**src/rtl/wd_pkg.sv**
```systemverilog
package wd_pkg;

  // counter width able to hold the value lim
  function automatic int unsigned cnt_width(input int unsigned lim);
    return (lim < 2) ? 1 : $clog2(lim + 1);
  endfunction

  // next count with saturation at lim
  function automatic int unsigned sat_inc(input int unsigned cur, input int unsigned lim);
    return (cur >= lim) ? lim : cur + 1;
  endfunction

endpackage

```
**src/rtl/hb_sync.sv**
```systemverilog
module hb_sync #(
  parameter int unsigned STAGES = 2,
  parameter int unsigned WIDTH  = 2
) (
  input  logic             clk,
  input  logic             rst_n,
  input  logic [WIDTH-1:0] async_in,
  output logic [WIDTH-1:0] sync_out
);

  logic [WIDTH-1:0] stage_q [STAGES];

  for (genvar s = 0; s < STAGES; s++) begin : g_stage
    if (s == 0) begin : g_first
      always_ff @(posedge clk or negedge rst_n) begin
        if (!rst_n) stage_q[s] <= '0;
        else        stage_q[s] <= async_in;
      end
    end else begin : g_next
      always_ff @(posedge clk or negedge rst_n) begin
        if (!rst_n) stage_q[s] <= '0;
        else        stage_q[s] <= stage_q[s-1];
      end
    end
  end

  assign sync_out = stage_q[STAGES-1];

endmodule

```
**src/rtl/hb_edge.sv**
```systemverilog
module hb_edge (
  input  logic clk,
  input  logic rst_n,
  input  logic level,
  output logic toggled
);

  logic last_q;

  always_ff @(posedge clk or negedge rst_n) begin
    if (!rst_n) last_q <= 1'b0;
    else        last_q <= level;
  end

  assign toggled = level ^ last_q;

endmodule

```
**src/rtl/wd_timer.sv**
```systemverilog
module wd_timer
  import wd_pkg::*;
#(
  parameter int unsigned LIMIT = 64,
  parameter int unsigned CW    = cnt_width(LIMIT)
) (
  input  logic          clk,
  input  logic          rst_n,
  input  logic          clear,
  output logic [CW-1:0] count,
  output logic          expired
);

  localparam logic [CW-1:0] LIM = CW'(LIMIT);

  logic [CW-1:0] count_q;

  always_ff @(posedge clk or negedge rst_n) begin
    if (!rst_n)     count_q <= '0;
    else if (clear) count_q <= '0;
    else            count_q <= CW'(sat_inc(int'(count_q), LIMIT));
  end

  assign count   = count_q;
  assign expired = (count_q == LIM);

endmodule

```
**src/rtl/hb_watchdog.sv**
```systemverilog
module hb_watchdog
  import wd_pkg::*;
#(
  parameter int unsigned TIMEOUT_CYC = 64,
  parameter int unsigned SYNC_STAGES = 2
) (
  input  logic clk,
  input  logic rst_n,
  input  logic sys_rst,
  input  logic supply_low,
  input  logic hb_data,
  input  logic hb_driven,
  output logic wdo_n
);

  localparam int unsigned CW = cnt_width(TIMEOUT_CYC);

  logic [1:0]    hb_raw;
  logic [1:0]    hb_sync;
  logic          hb_level;
  logic          hb_on;
  logic          hb_edge_seen;
  logic          tmr_clear;
  logic [CW-1:0] tmr_count;
  logic          tmr_expired;
  logic          wd_fault;

  assign hb_raw = {hb_driven, hb_data};

  hb_sync #(.STAGES(SYNC_STAGES), .WIDTH(2)) u_sync (
    .clk      (clk),
    .rst_n    (rst_n),
    .async_in (hb_raw),
    .sync_out (hb_sync)
  );

  assign hb_level = hb_sync[0];
  assign hb_on    = hb_sync[1];

  hb_edge u_edge (
    .clk     (clk),
    .rst_n   (rst_n),
    .level   (hb_level),
    .toggled (hb_edge_seen)
  );

  assign tmr_clear = hb_edge_seen | sys_rst | ~hb_on;

  wd_timer #(.LIMIT(TIMEOUT_CYC), .CW(CW)) u_timer (
    .clk     (clk),
    .rst_n   (rst_n),
    .clear   (tmr_clear),
    .count   (tmr_count),
    .expired (tmr_expired)
  );

  assign wd_fault = hb_on & tmr_expired;
  assign wdo_n    = ~(supply_low | wd_fault);

endmodule

```
**config.mk**
```make
export PLATFORM = sky130hd
export DESIGN_NAME = hb_watchdog
export DESIGN_NICKNAME = d
export VERILOG_FILES = /design/src/rtl/wd_pkg.sv /design/src/rtl/hb_sync.sv /design/src/rtl/hb_edge.sv /design/src/rtl/wd_timer.sv /design/src/rtl/hb_watchdog.sv
export SDC_FILE = /design/constraint.sdc
export NUM_CORES = 1
export LEC_CHECK = 0
export ABC_AREA = 1
export CAP_MARGIN = 20
export CORE_AREA = 4 4 41 43
export CTS_CLUSTER_DIAMETER = 40
export DETAILED_ROUTE_END_ITERATION = 10
export DIE_AREA = 0 0 45 47
export GPL_TIMING_DRIVEN = 0
export SYNTH_ARGS = -nofsm -noshare
export SYNTH_HDL_FRONTEND = slang
export SYNTH_HIERARCHICAL = 1
export SYNTH_SLANG_ARGS = --single-unit
```
**constraint.sdc**
```tcl
create_clock -name clk -period 1.55 [get_ports clk]
set_input_delay 0.465 -clock clk [delete_from_list [all_inputs] [get_ports clk]]
set_output_delay 0.465 -clock clk [all_outputs]
set_load 0.1 [all_outputs]
```
## After elaboration in Yosys (flattened, before gate mapping)

Index checks and enable logic that the tools add are counted.

| word-level totals | value |
|---|---|
| register bits | 12 |
| input bits | 6 |
| output and inout bits | 1 |
| word-level logic and storage cells | 16 |

| cells by class | value |
|---|---|
| add/subtract/negate cells | 1 |
| order comparisons | 1 |
| equal/unequal tests | 1 |
| muxes and demuxes | 2 |
| bitwise logic cells | 7 |

Operators with widths:

| kind | count |
|---|---|
| $mux W7 | 2 |
| $add A7 B1 Y7 const B | 1 |
| $eq A7 B7 Y1 const B | 1 |
| $ge A7 B7 Y1 const B | 1 |
| $or A1 B1 Y1 | 3 |
| $not A1 Y1 | 2 |
| $and A1 B1 Y1 | 1 |
| $xor A1 B1 Y1 | 1 |

## Logic depth before layout (Yosys ltp)

| depth | value |
|---|---|
| depth after elaboration | 4 |
| mapped depth | 9 |
| mapped depth without buffers | 8 |

## Cells and area by module

The synthesis kept the hierarchy.

Modules (own cells, without submodules):

| module | instances | cells an instance | area an instance (um^2) |
|---|---|---|---|
| wd_timer | 1 | 41 | 339.1 |
| hb_sync | 1 | 6 | 115.1 |
| hb_edge | 1 | 6 | 43.8 |
| hb_watchdog | 1 | 3 | 16.3 |

## Least setup slack after synthesis

Ideal clock, no wire load.

| timing | value |
|---|---|
| path kind | register -> output |
| from | register u_timer.count_q[0], in the netlist u_timer/count[0] |
| to | output wdo_n |
| data arrival time | 1,649 ps |
| path slack | -564 ps |
| cell stages (with the launch flop) | 6 |
| cell sequence | dfrtp_1 inv_1 ha_1 nand4_1 nor3_1 a21oi_2 |

| on the way | value |
|---|---|
| word-level cells in the longest chain between the ends | 4 |

RTL lines:

| what | line | RTL |
|---|---|---|
| start, declared | wd_timer.sv:16 | `logic [CW-1:0] count_q;` |
| start signal, assigned | wd_timer.sv:21 | `else count_q <= CW'(sat_inc(int'(count_q), LIMIT));` |
| $eq A7 B7 Y1 | wd_timer.sv:25 | `assign expired = (count_q == LIM);` |
| named net tmr_expired | hb_watchdog.sv:25 | `logic tmr_expired;` |
| $and A1 B1 Y1 | hb_watchdog.sv:57 | `assign wd_fault = hb_on & tmr_expired;` |
| $or A1 B1 Y1 | hb_watchdog.sv:58 | `assign wdo_n = ~(supply_low \| wd_fault);` |
| $not A1 Y1 | hb_watchdog.sv:58 |  |
| end, declared | hb_watchdog.sv:13 | `output logic wdo_n` |

The timed path passes the listed nets, and every way through them passes these cells.

## Final worst setup path

Ends and elaborated chain as after synthesis.

==> impl_metrics.csv <==
group,metric,value,unit
detailed_routing,ant_nets,0,
global_routing,track_usage,12.8,%
global_routing,grt_max_degree,13,
power,power_density,923,nW/um2
clock_tree,clk_pin_slew,0.08,ns
clock_tree,ctsRootBufferMaster,"clkbuf_4",
die,fp.dieArea,2120,um2
min_path,hold_path_depth,0,
critical_path,required,1.08,ns
final_layout,fin_nets,78,
critical_path,rr_endpoint,"u_timer/count[4]",
die,initial_utilization,39.5,%
detailed_routing,first_iter_violations,6,
clock_tree,cts.sinks,12,
clock_tree,cts_tree,"yes",
timing,fin_skew,0.000430,ns
critical_path,worstPathMaxFanout,2,
die,io_pins,7,
final_layout,synthToLayoutAreaGrowth,33.6,%
job,maxCapViolations,0,
critical_path,cp_cell_sequence,"inv_2 > ha_4 > nand4_1 > nor3_2 > a21oi_4 > buf_12",
critical_path,crit_arrival,1.40,ns
synthesis,synth_top_area_share,58.4,%
detailed_routing,vias,397,
synthesis,ys_top_cells_by_area,"dfrtp_1, nand2_1, inv_1",
clock_tree,clk-insertion-delay-late,0.27,ns
critical_path,start_kind,"flip-flop",
critical_path,cp_slowest_cell,"dfrtp_1",
power,p_leak,0.000333,uW
timing,period_needed,1.86,ns
power,fin_total_pwr,634,uW
synthesis,syn_avg_cell_area,9.18,um2
timing,slew_headroom,64.0,%
synthesis,yosys_warnings,6,
timing,clock.fmax,538,MHz
timing,setup_ws,-0.310,ns
critical_path,reg2reg_depth,8,
critical_path,cp-end-kind,"output port",
final_layout,final_area,687,um2
min_path,holdPathEnd,"u_sync/sync_out[1]",
min_path,min_from,"u_sync/stage_q[3]",
min_path,min-delay-path-class,"flip-flop to flip-flop",
placement,port_buffers,6,
global_routing,overflow,0,
detailed_routing,viasPerCell,4.73,
synthesis,syn_area,514,um2
final_layout,fillCellCount,123,
critical_path,reg2reg_from,"u_sync/sync_out[0]",
timing,post-route-period-util,120,%
timing,finalSetupViolations,1,
clock_tree,cts_buffers,3,
timing,tightest_slew,0.539,ns
detailed_routing,first_pass_iters,3,
placement,routabilityCongestion,0.725,
detailed_routing,wirelength,989,um
die,die_h,47,um
timing,final_max_slew_viol_count,0,
clock_tree,clockBufferDepth,2,
placement,post-dp-hpwl,700,um
final_layout,drive_above_1_share,23.2,%
synthesis,syn_nets,64,
outcome,violations,"setup timing",
critical_path,path_buf_inv,2,
final_layout,antenna_cells,0,
timing,rsz0062_at_grt,"true",
global_routing,grt_pass1_wl,1750,um
clock_tree,cts_max_level,1,
synthesis,syn_inst,56,
global_routing,antenna_found_initial,0,
synthesis,ys_ff_latch,12,
synthesis,synth_top_area_cell,"dfrtp_1",
outcome,status,"complete, but fails checks",
die,core-area,1300,um2
synthesis,synth_cell_types,13,
critical_path,rrSetupSlack,0.19,ns
timing,finalHoldViolations,0,
detailed_routing,post_drt_wl_per_cell,11.8,um
critical_path,cpPeakStageDelay,0.40,ns
die,die_w,45,um
global_routing,grt_pass1_vias,417,
clock_tree,cts-hold-fix-buffers,0,
placement,placed_area,608,um2
critical_path,cpLargestDelayFamily,"flip-flops",
synthesis,synth_seq_area_share,58.4,%
critical_path,worstSetupPathType,"flip-flop to output port",
detailed_routing,drc,0,
die,rows,13,
power,ir_drop,0.534,mV
==> cell families after synthesis <==
logic type	synth area share [%]
AND/OR/NAND/NOR	19.7
AO/OA/AOI/OAI	7.54
flip-flops	58.4
buffers and inverters	9.49
adder cells (fa/ha/maj)	4.87
==> sequential cells by signal (all words and copies together) (netlist names) <==
register,cells
u_edge/last_q,1
u_sync/stage_q,2
u_sync/sync_out,2
u_timer/count,7
==> worst reg2reg max path, delay by kind of cell (launching register included) <==
kind,cells,cell delay [ns]
flops,1,0.37
buf+inv,1,0.13
simple gates,5,0.53
compound gates,2,0.25
==> report_power, final <==
group	total, uW	internal, uW	switching (uW)
logic	63.7	30.5	33.3
clock network	246	143	104
registers	324	321	3.05
==> stage by stage <==
stage	utilization, %	instances	hold slack [ns]	TNS (ns)	setup slack (ns)
after CTS	52.8	84	0.353	-0.327	-0.327
after global placement	46.7	77	0.333	-1.34	-1.08
after global routing	52.8	84	0.373	-0.397	-0.397
after floorplan	-	56	0.169	-0.196	-0.196
final	52.8	84	0.351	-0.310	-0.310
after detailed placement	46.7	77	0.335	-1.42	-1.08
==> synthesized netlist by cell type <==
cell type and instances:
buf_4 2, nand3_1 3, nor3_1 2, nand2_1 12
dfrtp_1 12, ha_1 2, a21oi_2 1, nor2_2 1
o21ai_0 2, inv_1 9, nor2_1 5, a21oi_1 4
nand4_1 1
==> routing by layer <==
metal	vias to the layer above	track usage [%]	part of all wire, %	wire length [um]
met4	0	10.5	1.9	19
li1	199	-	-	-
met2	4	22.6	53	525
met1	192	11.6	42	415
met5	-	0	0	0
met3	2	4.60	3.0	30
==> placed cells by master, fill, tap and decap left out, drive strengths merged, types with 3 or more instances in the layout <==
cell and instances:
inv 9, nand2 12, clkbuf 4, clkdlybuf4s50 5, buf 6, dfrtp 12, nand3 3, a21oi 5
nor2 6
==> repair_timing <==
| item | CTS | global route |
|---|---|---|
| buffers inserted | 3 | 0 |
| hold endpoints to repair | 0 | 0 |
| setup endpoints to repair | 1 | 1 |
| resized for setup | 11 | 0 |
| pin swaps | 2 | 0 |
==> worst max-delay path by stage <==
stage,cells past startpoint,from,end
CTS,6,u_timer/count[0],wdo_n
detailed placement,3,supply_low,wdo_n
floorplan,5,u_timer/count[0],wdo_n
finish,6,u_timer/count[0],wdo_n
global route,6,u_timer/count[0],wdo_n
global placement,3,supply_low,wdo_n
==> final cells by class <==
class	instances	area [um2]	share of cell area, %
clock buffer	4	36.3	5.28
timing repair buffer	9	92.6	13.5
sequential	12	300	43.7
multi-input combinational	33	190	27.7
inverter	9	33.8	4.92
tap	15	18.8	2.73
buffer	2	15.0	2.19
(Power assumes the default switching activity.)
